==> config.mk <==
export PLATFORM = sky130hd
export DESIGN_NAME = evt_capture_fifo
export DESIGN_NICKNAME = d
export VERILOG_FILES = /design/src/rtl/evtcap_pkg.sv /design/src/rtl/evtcap_timebase.sv /design/src/rtl/evtcap_fifo.sv /design/src/rtl/evt_capture_fifo.sv
export SDC_FILE = /design/constraint.sdc
export NUM_CORES = 2
export LEC_CHECK = 0
export ABC_AREA = 1
export BUFFER_PORTS_ARGS = -buffer_cell sky130_fd_sc_hd__buf_2
export CAP_MARGIN = 0
export CELL_PAD_IN_SITES_DETAIL_PLACEMENT = 0
export CELL_PAD_IN_SITES_GLOBAL_PLACEMENT = 1
export CORE_MARGIN = 5
export CORE_UTILIZATION = 47
export CTS_BUF_LIST = sky130_fd_sc_hd__clkbuf_4 sky130_fd_sc_hd__clkbuf_8 sky130_fd_sc_hd__clkbuf_16
export CTS_CLUSTER_DIAMETER = 120
export DETAILED_ROUTE_END_ITERATION = 8
export GPL_ROUTABILITY_DRIVEN = 1
export PLACE_DENSITY_LB_ADDON = 0.2
export SYNTH_ARGS = -nofsm -noshare
export SYNTH_HDL_FRONTEND = slang
export SYNTH_SLANG_ARGS = --single-unit
==> constraint.sdc <==
create_clock -name clk -period 4.5 [get_ports clk]
set_input_delay 0.675 -clock clk [delete_from_list [all_inputs] [get_ports clk]]
set_output_delay 0.675 -clock clk [all_outputs]
set_load 0.05 [all_outputs]
==> src/rtl/evtcap_pkg.sv <==
package evtcap_pkg;

    parameter int unsigned EVT_CODE_W = 8;
    parameter int unsigned TICK_W     = 32;
    parameter int unsigned SEC_W      = 32;
    parameter int unsigned ADDR_W     = 3;

    typedef struct packed {
        logic [SEC_W-1:0]      sec;
        logic [TICK_W-1:0]     tick;
        logic [EVT_CODE_W-1:0] code;
    } evt_entry_t;

    typedef enum logic [ADDR_W-1:0] {
        REG_CODE = 3'd0,
        REG_TICK = 3'd1,
        REG_SEC  = 3'd2,
        REG_STAT = 3'd3,
        REG_DROP = 3'd4
    } reg_addr_e;

endpackage

==> src/rtl/evtcap_timebase.sv <==
module evtcap_timebase
    import evtcap_pkg::*;
#(
    parameter logic [EVT_CODE_W-1:0] RESET_CODE = 8'd125
) (
    input  logic                  clk,
    input  logic                  rst_n,
    input  logic                  evt_valid_i,
    input  logic [EVT_CODE_W-1:0] evt_code_i,
    output logic [TICK_W-1:0]     tick_o,
    output logic [SEC_W-1:0]      sec_o
);

    typedef struct packed {
        logic [TICK_W-1:0] tick;
        logic [SEC_W-1:0]  sec;
    } tb_state_t;

    tb_state_t tb_d, tb_q;
    logic      is_rst_evt;

    always_comb begin
        tb_d       = tb_q;
        is_rst_evt = evt_valid_i && (evt_code_i == RESET_CODE);
        if (is_rst_evt) begin
            tb_d.tick = '0;
            tb_d.sec  = tb_q.sec + 1'b1;
        end else begin
            tb_d.tick = tb_q.tick + 1'b1;
        end
    end

    always_ff @(posedge clk or negedge rst_n) begin
        if (!rst_n) tb_q <= '0;
        else        tb_q <= tb_d;
    end

    assign tick_o = tb_q.tick;
    assign sec_o  = tb_q.sec;

    assert_tick_clear_R2: assert property (@(posedge clk) disable iff (!rst_n)
        is_rst_evt |=> (tick_o == '0));

    assert_sec_step_R2: assert property (@(posedge clk) disable iff (!rst_n)
        is_rst_evt |=> (sec_o == $past(sec_o) + 1'b1));

    assert_tick_run_R2: assert property (@(posedge clk) disable iff (!rst_n)
        !is_rst_evt |=> (tick_o == $past(tick_o) + 1'b1) && $stable(sec_o));

endmodule

==> src/rtl/evtcap_fifo.sv <==
module evtcap_fifo
    import evtcap_pkg::*;
#(
    parameter int unsigned DEPTH  = 16,
    parameter int unsigned DROP_W = 16,
    localparam int unsigned PTR_W = (DEPTH > 1) ? $clog2(DEPTH) : 1,
    localparam int unsigned LVL_W = $clog2(DEPTH + 1)
) (
    input  logic              clk,
    input  logic              rst_n,
    input  logic              push_i,
    input  evt_entry_t        wdata_i,
    input  logic              pop_i,
    output evt_entry_t        head_o,
    output logic              empty_o,
    output logic              full_o,
    output logic [LVL_W-1:0]  level_o,
    output logic [DROP_W-1:0] drop_cnt_o
);

    localparam logic [PTR_W-1:0]  LAST_PTR = PTR_W'(DEPTH - 1);
    localparam logic [LVL_W-1:0]  FULL_LVL = LVL_W'(DEPTH);

    typedef struct packed {
        logic [PTR_W-1:0]  wr_ptr;
        logic [PTR_W-1:0]  rd_ptr;
        logic [LVL_W-1:0]  level;
        logic [DROP_W-1:0] drops;
    } fifo_state_t;

    fifo_state_t st_d, st_q;
    evt_entry_t  mem_q [DEPTH];
    logic        do_push, do_pop, dropped;

    always_comb begin
        st_d    = st_q;
        do_pop  = pop_i && (st_q.level != '0);
        do_push = push_i && ((st_q.level != FULL_LVL) || do_pop);
        dropped = push_i && !do_push;

        if (do_push)
            st_d.wr_ptr = (st_q.wr_ptr == LAST_PTR) ? '0 : st_q.wr_ptr + 1'b1;
        if (do_pop)
            st_d.rd_ptr = (st_q.rd_ptr == LAST_PTR) ? '0 : st_q.rd_ptr + 1'b1;

        case ({do_push, do_pop})
            2'b10:   st_d.level = st_q.level + 1'b1;
            2'b01:   st_d.level = st_q.level - 1'b1;
            default: st_d.level = st_q.level;
        endcase

        if (dropped && (st_q.drops != '1))
            st_d.drops = st_q.drops + 1'b1;
    end

    always_ff @(posedge clk or negedge rst_n) begin
        if (!rst_n) st_q <= '0;
        else        st_q <= st_d;
    end

    always_ff @(posedge clk) begin
        if (do_push) mem_q[st_q.wr_ptr] <= wdata_i;
    end

    assign head_o     = mem_q[st_q.rd_ptr];
    assign empty_o    = (st_q.level == '0);
    assign full_o     = (st_q.level == FULL_LVL);
    assign level_o    = st_q.level;
    assign drop_cnt_o = st_q.drops;

    assert_level_bound_R5: assert property (@(posedge clk) disable iff (!rst_n)
        level_o <= FULL_LVL);

    assert_drop_count_R5: assert property (@(posedge clk) disable iff (!rst_n)
        (dropped && (drop_cnt_o != '1)) |=> (drop_cnt_o == $past(drop_cnt_o) + 1'b1));

    assert_drop_keeps_level_R5: assert property (@(posedge clk) disable iff (!rst_n)
        dropped |=> $stable(level_o) && $stable(head_o));

    assert_full_swap_R7: assert property (@(posedge clk) disable iff (!rst_n)
        (push_i && pop_i && full_o) |=> full_o && $stable(drop_cnt_o));

endmodule

==> src/rtl/evt_capture_fifo.sv <==
module evt_capture_fifo
    import evtcap_pkg::*;
#(
    parameter int unsigned           DEPTH      = 16,
    parameter int unsigned           DROP_W     = 16,
    parameter int unsigned           DATA_W     = 32,
    parameter logic [EVT_CODE_W-1:0] RESET_CODE = 8'd125
) (
    input  logic                  clk,
    input  logic                  rst_n,
    input  logic                  evt_valid_i,
    input  logic [EVT_CODE_W-1:0] evt_code_i,
    input  logic                  rd_en_i,
    input  logic [ADDR_W-1:0]     rd_addr_i,
    output logic [DATA_W-1:0]     rd_data_o
);

    localparam int unsigned LVL_W   = $clog2(DEPTH + 1);
    localparam int unsigned LVL_POS = 8;

    logic [TICK_W-1:0] cur_tick;
    logic [SEC_W-1:0]  cur_sec;
    evt_entry_t        new_entry, fifo_head;
    logic              fifo_empty, fifo_full, pop;
    logic              code_rd;
    logic [LVL_W-1:0]  fifo_level;
    logic [DROP_W-1:0] drop_cnt;
    logic [DATA_W-1:0] status_word;

    evtcap_timebase #(.RESET_CODE(RESET_CODE)) u_timebase (
        .clk         (clk),
        .rst_n       (rst_n),
        .evt_valid_i (evt_valid_i),
        .evt_code_i  (evt_code_i),
        .tick_o      (cur_tick),
        .sec_o       (cur_sec)
    );

    assign new_entry = '{sec: cur_sec, tick: cur_tick, code: evt_code_i};

    evtcap_fifo #(.DEPTH(DEPTH), .DROP_W(DROP_W)) u_fifo (
        .clk        (clk),
        .rst_n      (rst_n),
        .push_i     (evt_valid_i),
        .wdata_i    (new_entry),
        .pop_i      (pop),
        .head_o     (fifo_head),
        .empty_o    (fifo_empty),
        .full_o     (fifo_full),
        .level_o    (fifo_level),
        .drop_cnt_o (drop_cnt)
    );

    typedef struct packed {
        logic [TICK_W-1:0] hold_tick;
        logic [SEC_W-1:0]  hold_sec;
        logic [DATA_W-1:0] rdata;
    } port_state_t;

    port_state_t pt_d, pt_q;

    always_comb begin
        status_word                      = '0;
        status_word[0]                   = fifo_empty;
        status_word[1]                   = fifo_full;
        status_word[LVL_POS +: LVL_W]    = fifo_level;

        code_rd = rd_en_i && (rd_addr_i == REG_CODE);
        pop     = code_rd && !fifo_empty;

        pt_d = pt_q;
        if (pop) begin
            pt_d.hold_tick = fifo_head.tick;
            pt_d.hold_sec  = fifo_head.sec;
        end
        if (rd_en_i) begin
            case (reg_addr_e'(rd_addr_i))
                REG_CODE: pt_d.rdata = fifo_empty ? '0 : DATA_W'(fifo_head.code);
                REG_TICK: pt_d.rdata = DATA_W'(pt_q.hold_tick);
                REG_SEC:  pt_d.rdata = DATA_W'(pt_q.hold_sec);
                REG_STAT: pt_d.rdata = status_word;
                REG_DROP: pt_d.rdata = DATA_W'(drop_cnt);
                default:  pt_d.rdata = '0;
            endcase
        end
    end

    always_ff @(posedge clk or negedge rst_n) begin
        if (!rst_n) pt_q <= '0;
        else        pt_q <= pt_d;
    end

    assign rd_data_o = pt_q.rdata;

    assert_hold_latch_R3: assert property (@(posedge clk) disable iff (!rst_n)
        pop |=> (pt_q.hold_tick == $past(fifo_head.tick)) &&
                (pt_q.hold_sec == $past(fifo_head.sec)));

    assert_hold_stable_R3: assert property (@(posedge clk) disable iff (!rst_n)
        !pop |=> $stable(pt_q.hold_tick) && $stable(pt_q.hold_sec));

    assert_empty_read_R4: assert property (@(posedge clk) disable iff (!rst_n)
        (code_rd && fifo_empty) |=> (rd_data_o == '0) && (fifo_level == '0));

    assert_side_free_R9: assert property (@(posedge clk) disable iff (!rst_n)
        (rd_en_i && (rd_addr_i != REG_CODE) && !evt_valid_i) |=> $stable(fifo_level));

endmodule

== Yosys cells after proc, flatten, opt, wreduce, memory -nomap -nowiden ==
Memory sizes are Yosys's and may differ from the RTL's.
Cells that the tools add are included.
Word-level totals
  bits in registers: 189
  memories: 1
  memory bits (writable): 1152
Memory list
  u_fifo.mem_q: depth 16, width 72, read ports 1, clocked after Yosys merged registers in 0, wr ports 1, RTL line evtcap_fifo.sv:32  | evt_entry_t mem_q [DEPTH];
Cells by class
  multiplexer cells: 8
  add/sub/neg operators: 7
  equality and inequality tests: 12
  reduce and logical (&&, ||, !) cells: 14
Operator list (number)
  $pmux W32 S5: 1
  $add A32 B1 Y32 const B: 2
  $mux W32: 1
  $add A16 B1 Y16 const B: 1
  $ne A16 B16 Y1 const B: 1
  $pmux W5 S2: 1
  $add A4 B1 Y4 const B: 2
  $eq A4 B4 Y1 const B: 2
  $eq A8 B7 Y1 const B: 1
  $mux W4: 2
  $mux W8: 1
  $logic_and A1 B1 Y1: 7
  $eq A3 B2 Y1 const B: 2
  $add A5 B1 Y5 const B: 1
  $eq A5 B5 Y1 const B: 1
  $logic_not A5 Y1: 1
  $ne A5 B5 Y1 const B: 1
  $reduce_bool A5 Y1: 1
  $sub A5 B1 Y5 const B: 1
  $eq A3 B1 Y1 const B: 1
  $eq A3 B3 Y1 const B: 1
  $logic_not A3 Y1: 1
  $eq A2 B1 Y1 const B: 1
  $eq A2 B2 Y1 const B: 1
  other kinds (4): 6

== Depth between registers and ports, before layout ==
  depth after elaboration: 9
  depth in mapped cells: 16
  depth with buffers taken out: 16

== By module ==
From an unflattened synthesis, not the netlist that was laid out.
Unflattened totals
  cells, all modules: 4608
  area, all modules: 54758.8 µm²
By module, submodules not included
  evtcap_fifo: instances 1, seq. area each 35318.9 µm², cells an instance 3530, area an instance 46439.5 µm²
  evt_capture_fifo: instances 1, seq. area each 2402.3 µm², cells an instance 572, area an instance 4589.4 µm²
  evtcap_timebase: instances 1, seq. area each 1601.5 µm², cells an instance 506, area an instance 3729.8 µm²

== Worst setup path before layout ==
OpenSTA, ideal clock, no wires.
  kind: input -> register
  start point: in rd_addr_i[0]
  end point: mem u_fifo.mem_q[11][0] in the netlist's numbering (enable)
  data required time: 3.997 ns
  stages: 7
  arrival time: 4.379 ns
  path buffers: 0
  library setup time: 0.503 ns
  slack: -0.382 ns
  cell sequence: nor2_2 > nand2_1 > nor2_4 > o21ai_2 > clkinv_1 > nand2_1 > nor2_1
Between the ends
  longest elaborated chain between the ends: 8
RTL lines
  start, declared: RTL line evt_capture_fifo.sv:14  | input logic [ADDR_W-1:0] rd_addr_i,
  $logic_not A3 Y1: RTL line evt_capture_fifo.sv:68  | code_rd = rd_en_i && (rd_addr_i == REG_CODE);
  $logic_and A1 B1 Y1: RTL line evt_capture_fifo.sv:68
  $logic_and A1 B1 Y1: RTL line evt_capture_fifo.sv:69  | pop = code_rd && !fifo_empty;
  $logic_and A1 B1 Y1: RTL line evtcap_fifo.sv:37  | do_pop = pop_i && (st_q.level != '0);
  $logic_or A1 B1 Y1: RTL line evtcap_fifo.sv:38  | do_push = push_i && ((st_q.level != FULL_LVL) || do_pop);
  $logic_and A1 B1 Y1: RTL line evtcap_fifo.sv:38
  $mux W1: RTL line evtcap_fifo.sv:62  | if (do_push) mem_q[st_q.wr_ptr] <= wdata_i;
  $mux W1 (not written as such): RTL line evtcap_fifo.sv:62
  end, declared: RTL line evtcap_fifo.sv:32
Every way passes these cells.

== Worst setup path in the final report ==
  start point: reg u_fifo.st_q[21] in the netlist's numbering
  end point: reg pt_q[53] in the netlist's numbering
Between the ends
  longest elaborated chain between the ends: 1
RTL lines
  start, declared: RTL line evtcap_fifo.sv:31  | fifo_state_t st_d, st_q;
  start signal, assigned: RTL line evtcap_fifo.sv:58  | else st_q <= st_d;
  $mem_v2 Z16 W72
  end signal, assigned: RTL line evt_capture_fifo.sv:90  | else pt_q <= pt_d;
  end, declared: RTL line evt_capture_fifo.sv:60  | port_state_t pt_d, pt_q;
Every way passes these cells.
A chain may end at the register's enable or synchronous reset.

==> flow_summary_export.csv <==
group,metric,value,unit
floorplanning,die_w,349,µm
timing,period_share,63.2,%
timing,final-hold-violation-count,0,
power_and_ir_drop,total_power,38.0,mW
timing,setup-violations-final,0,
cells_and_area,finish.utilization,53.1,%
clock_tree,clock_latency,730,ps
worst_setup_path,start_kind,"register",
worst_setup_path,crit_required,5140,ps
placement,gp_congestion,0.842,
floorplanning,die_h,349,µm
cells_and_area,fill_cells,9573,
worst_setup_path,path_class,"reg2reg",
worst_setup_path,cp_max_fo,129,
cells_and_area,drive_gt1_share,9.56,%
detailed_routing,via_count,34300,
power_and_ir_drop,irDropWorstVdd,0.548,mV
floorplanning,rows,124,
yosys,postSynthCellCount,4298,
worst_setup_path,cp-end-kind,"register",
grt,global_route.usage.met3,4.82,%
clock_tree,root_buffer,"clkbuf_16",
yosys,yosysMostFrequentCell,"edfxtp_1",
placement,dpl_cell_area,55800,µm²
yosys,synth_area,53900,µm²
detailed_routing,viasPerCell,5.83,
clock_tree,cts_buffer_depth,3,
timing,relSlewSlack,28.6,%
yosys,synth_nets,4322,
detailed_routing,wirelength,146,mm
detailed_routing,wl_per_cell,24.8,µm
placement,portBuffers,46,
yosys,synth.top_cell.area_share,64.2,%
timing,worst_slack,1660,ps
yosys,ys_seq_area_share,73.0,%
cells_and_area,final-instance-count-excl-fill,5885,
cells_and_area,areaGrowthSynthToFinish,12.3,%
run,maxCapViolCount,0,
timing,period_needed,2840,ps
yosys,yosysUniqueCellTypes,45,
floorplanning,ios,47,
detailed_routing,drt_pass1_iterations,6,
power_and_ir_drop,p_leak,20.7,nW
floorplanning,core_area,114000,µm²
yosys,syn_avg_cell_area,12.5,µm²
yosys,synth-edff-count,1152,
timing,hold_ws,349,ps
yosys,yosysTopAreaCell,"edfxtp_1",
detailed_routing,drt_first_iter_violations,3353,
grt,grt_pass1_vias,32800,
placement,dpl.cell_count,5626,
floorplanning,dieArea,122000,µm²
min_path,hold_class,"in2reg",
yosys,async_flop_share,14.1,%
power_and_ir_drop,power.density,628,nW/µm²
timing,clock_skew,24.4,ps
clock_tree,hold_buffers,1,
yosys,synth_area_leaders,"edfxtp_1 (64%), dfrtp_1 (8.8%), o21ai_0 (5.7%)",
clock_tree,clkSinkCount,1341,
grt,antenna_found_initial,7,
worst_setup_path,reg2reg_slack,1660,ps
cells_and_area,nNetsFinal,4282,
cells_and_area,final-seq-area,39300,µm²
grt,grt_overflow_total,0,
cells_and_area,multi_input_area,12800,µm²
grt,grtUsageMet2,37.2,%
worst_setup_path,critPathArrivalTime,3490,ps
timing,final.setup.tns,0,ps
yosys,ys_seq_elements,1341,
clock_tree,htreeDepth,4,
timing,rsz0062_at_grt,"no",
grt,track_usage,23.7,%
floorplanning,start_util,47.3,%
grt,grtUsageMet1,33.9,%
clock_tree,numCtsBuffers,141,
yosys,synthFlopType,"edfxtp_1",
timing,fmax,352,MHz
yosys,synth_common_cells,"edfxtp_1 (1152), nor2_1 (740), o21ai_0 (613)",
timing,tightest_slew,1070,ps
outcome,status,"completed",
yosys,yosysWarnings,0,
clock_tree,clkTransAtPathRegs,60,ps
clock_tree,cts_tree,"yes",
clock_tree,postCtsSetupBuffers,0,
grt,grt_busiest_layer,"met2",
placement,preCtsSetupSlack,1350,ps
placement,place_hpwl,78.4,mm
timing,drv_slew,0,
grt,grt_first_pass_wirelength,217,mm
detailed_routing,antenna_left,0,
cells_and_area,design_area,60500,µm²
detailed_routing,post-route-drc-count,0,
grt,grt_max_degree,167,
clock_tree,postCtsResizedCells,0,
[cells in the final DEF (no fill, tap or decap), types with 4 or more instances in the layout]
| cell | Yosys | layout |
|---|---|---|
| clkbuf_16 | 0 | 144 |
| nor2_2 | 4 | 4 |
| xor2_1 | 46 | 46 |
| edfxtp_1 | 1152 | 1152 |
| bufinv_16 | 0 | 12 |
| nand2_1 | 385 | 385 |
| nor2_1 | 740 | 724 |
| inv_6 | 0 | 7 |
| clkbuf_4 | 0 | 41 |
| nand2_2 | 5 | 5 |
| buf_12 | 0 | 35 |
| a21oi_1 | 83 | 83 |
| o21ai_1 | 28 | 28 |
| a221oi_1 | 8 | 8 |
| o221ai_1 | 186 | 186 |
| inv_1 | 126 | 124 |
| clkinv_1 | 1 | 12 |
| nor3_2 | 4 | 4 |
| nor3b_1 | 4 | 4 |
| a31oi_1 | 66 | 66 |
| nand3_1 | 152 | 152 |
| dfrtp_1 | 189 | 185 |
| clkbuf_8 | 0 | 16 |
| nor3_1 | 44 | 44 |
| clkinv_2 | 0 | 24 |
| xnor2_1 | 13 | 13 |
| ha_1 | 9 | 9 |
| o21ai_0 | 613 | 613 |
| nor2_4 | 3 | 19 |
| a22o_1 | 16 | 16 |
| nand4_1 | 17 | 17 |
| nor4_1 | 7 | 7 |
| o22ai_1 | 67 | 67 |
| buf_4 | 41 | 39 |
| buf_2 | 87 | 45 |
[flip-flops by register name, summed over array words and instances, names as in the netlist]
signal             count
u_timebase.tick_o     32
pt_q                  64
u_fifo.st_q            8
u_timebase.sec_o      32
u_fifo.level_o         5
u_fifo.drop_cnt_o     16
u_fifo.mem_q        1152
rd_data_o             32
[report_power, final]
group          internal [mW]  total, mW  switching [mW]
logic                   2.76       9.87            7.11
registers               15.1       16.3            1.19
clock network           7.10       11.8            4.71
[area by class of cell]
| type | instances | area share, % |
|---|---|---|
| Multi-Input combinational cell | 2521 | 21.1 |
| Antenna cell | 1 | 0.00413 |
| Timing Repair Buffer | 121 | 2.05 |
| Sequential cell | 1341 | 65.0 |
| Clock buffer | 201 | 6.82 |
| Inverter | 132 | 0.864 |
| Clock inverter | 56 | 1.04 |
| Tap cell | 1512 | 3.12 |
[final timing paths]
kind,startpoint,end,cells past startpoint
max,u_fifo.st_q[21],pt_q[53],6
min,evt_code_i[7],u_fifo.mem_q[14][7],1
max reg2reg,u_fifo.st_q[21],pt_q[53],6
min reg2reg,rd_data_o[6],rd_data_o[6],2
max in group asynchronous,rst_n,pt_q[61],3
min in group asynchronous,rst_n,rd_data_o[2],2
[critical path, stage by stage (launching register included)]
cell and delay [ps]:
dfrtp_4 750, inv_8 750, buf_12 330, o21ai_0 110, o221ai_1 270, nand3_1 200, a31oi_1 230
[routing by layer]
layer | wire length, µm | share of wire, % | up-vias
li1 | - | - | 15700
met1 | 64200 | 44 | 17300
met2 | 67500 | 46 | 1158
met3 | 10500 | 7.2 | 227
met4 | 3840 | 2.6 | 2
met5 | 13 | 0.0089 | -
[cells by family (layout without fill, tap and decap cells)]
group	count (synthesis)	count (layout)	share of synthesized area [%]
other	0	1	0
and+or+nand+nor	1373	1373	10.5
adders and majority gates	9	9	0.209
buffers and inverters	436	510	3.52
AOI/OAI and AO/OA	1080	1080	11.9
DFF	1341	1341	73.0
xor gates and xnor gates	59	59	0.959
No activity file was read; power rests on OpenSTA's default activity.
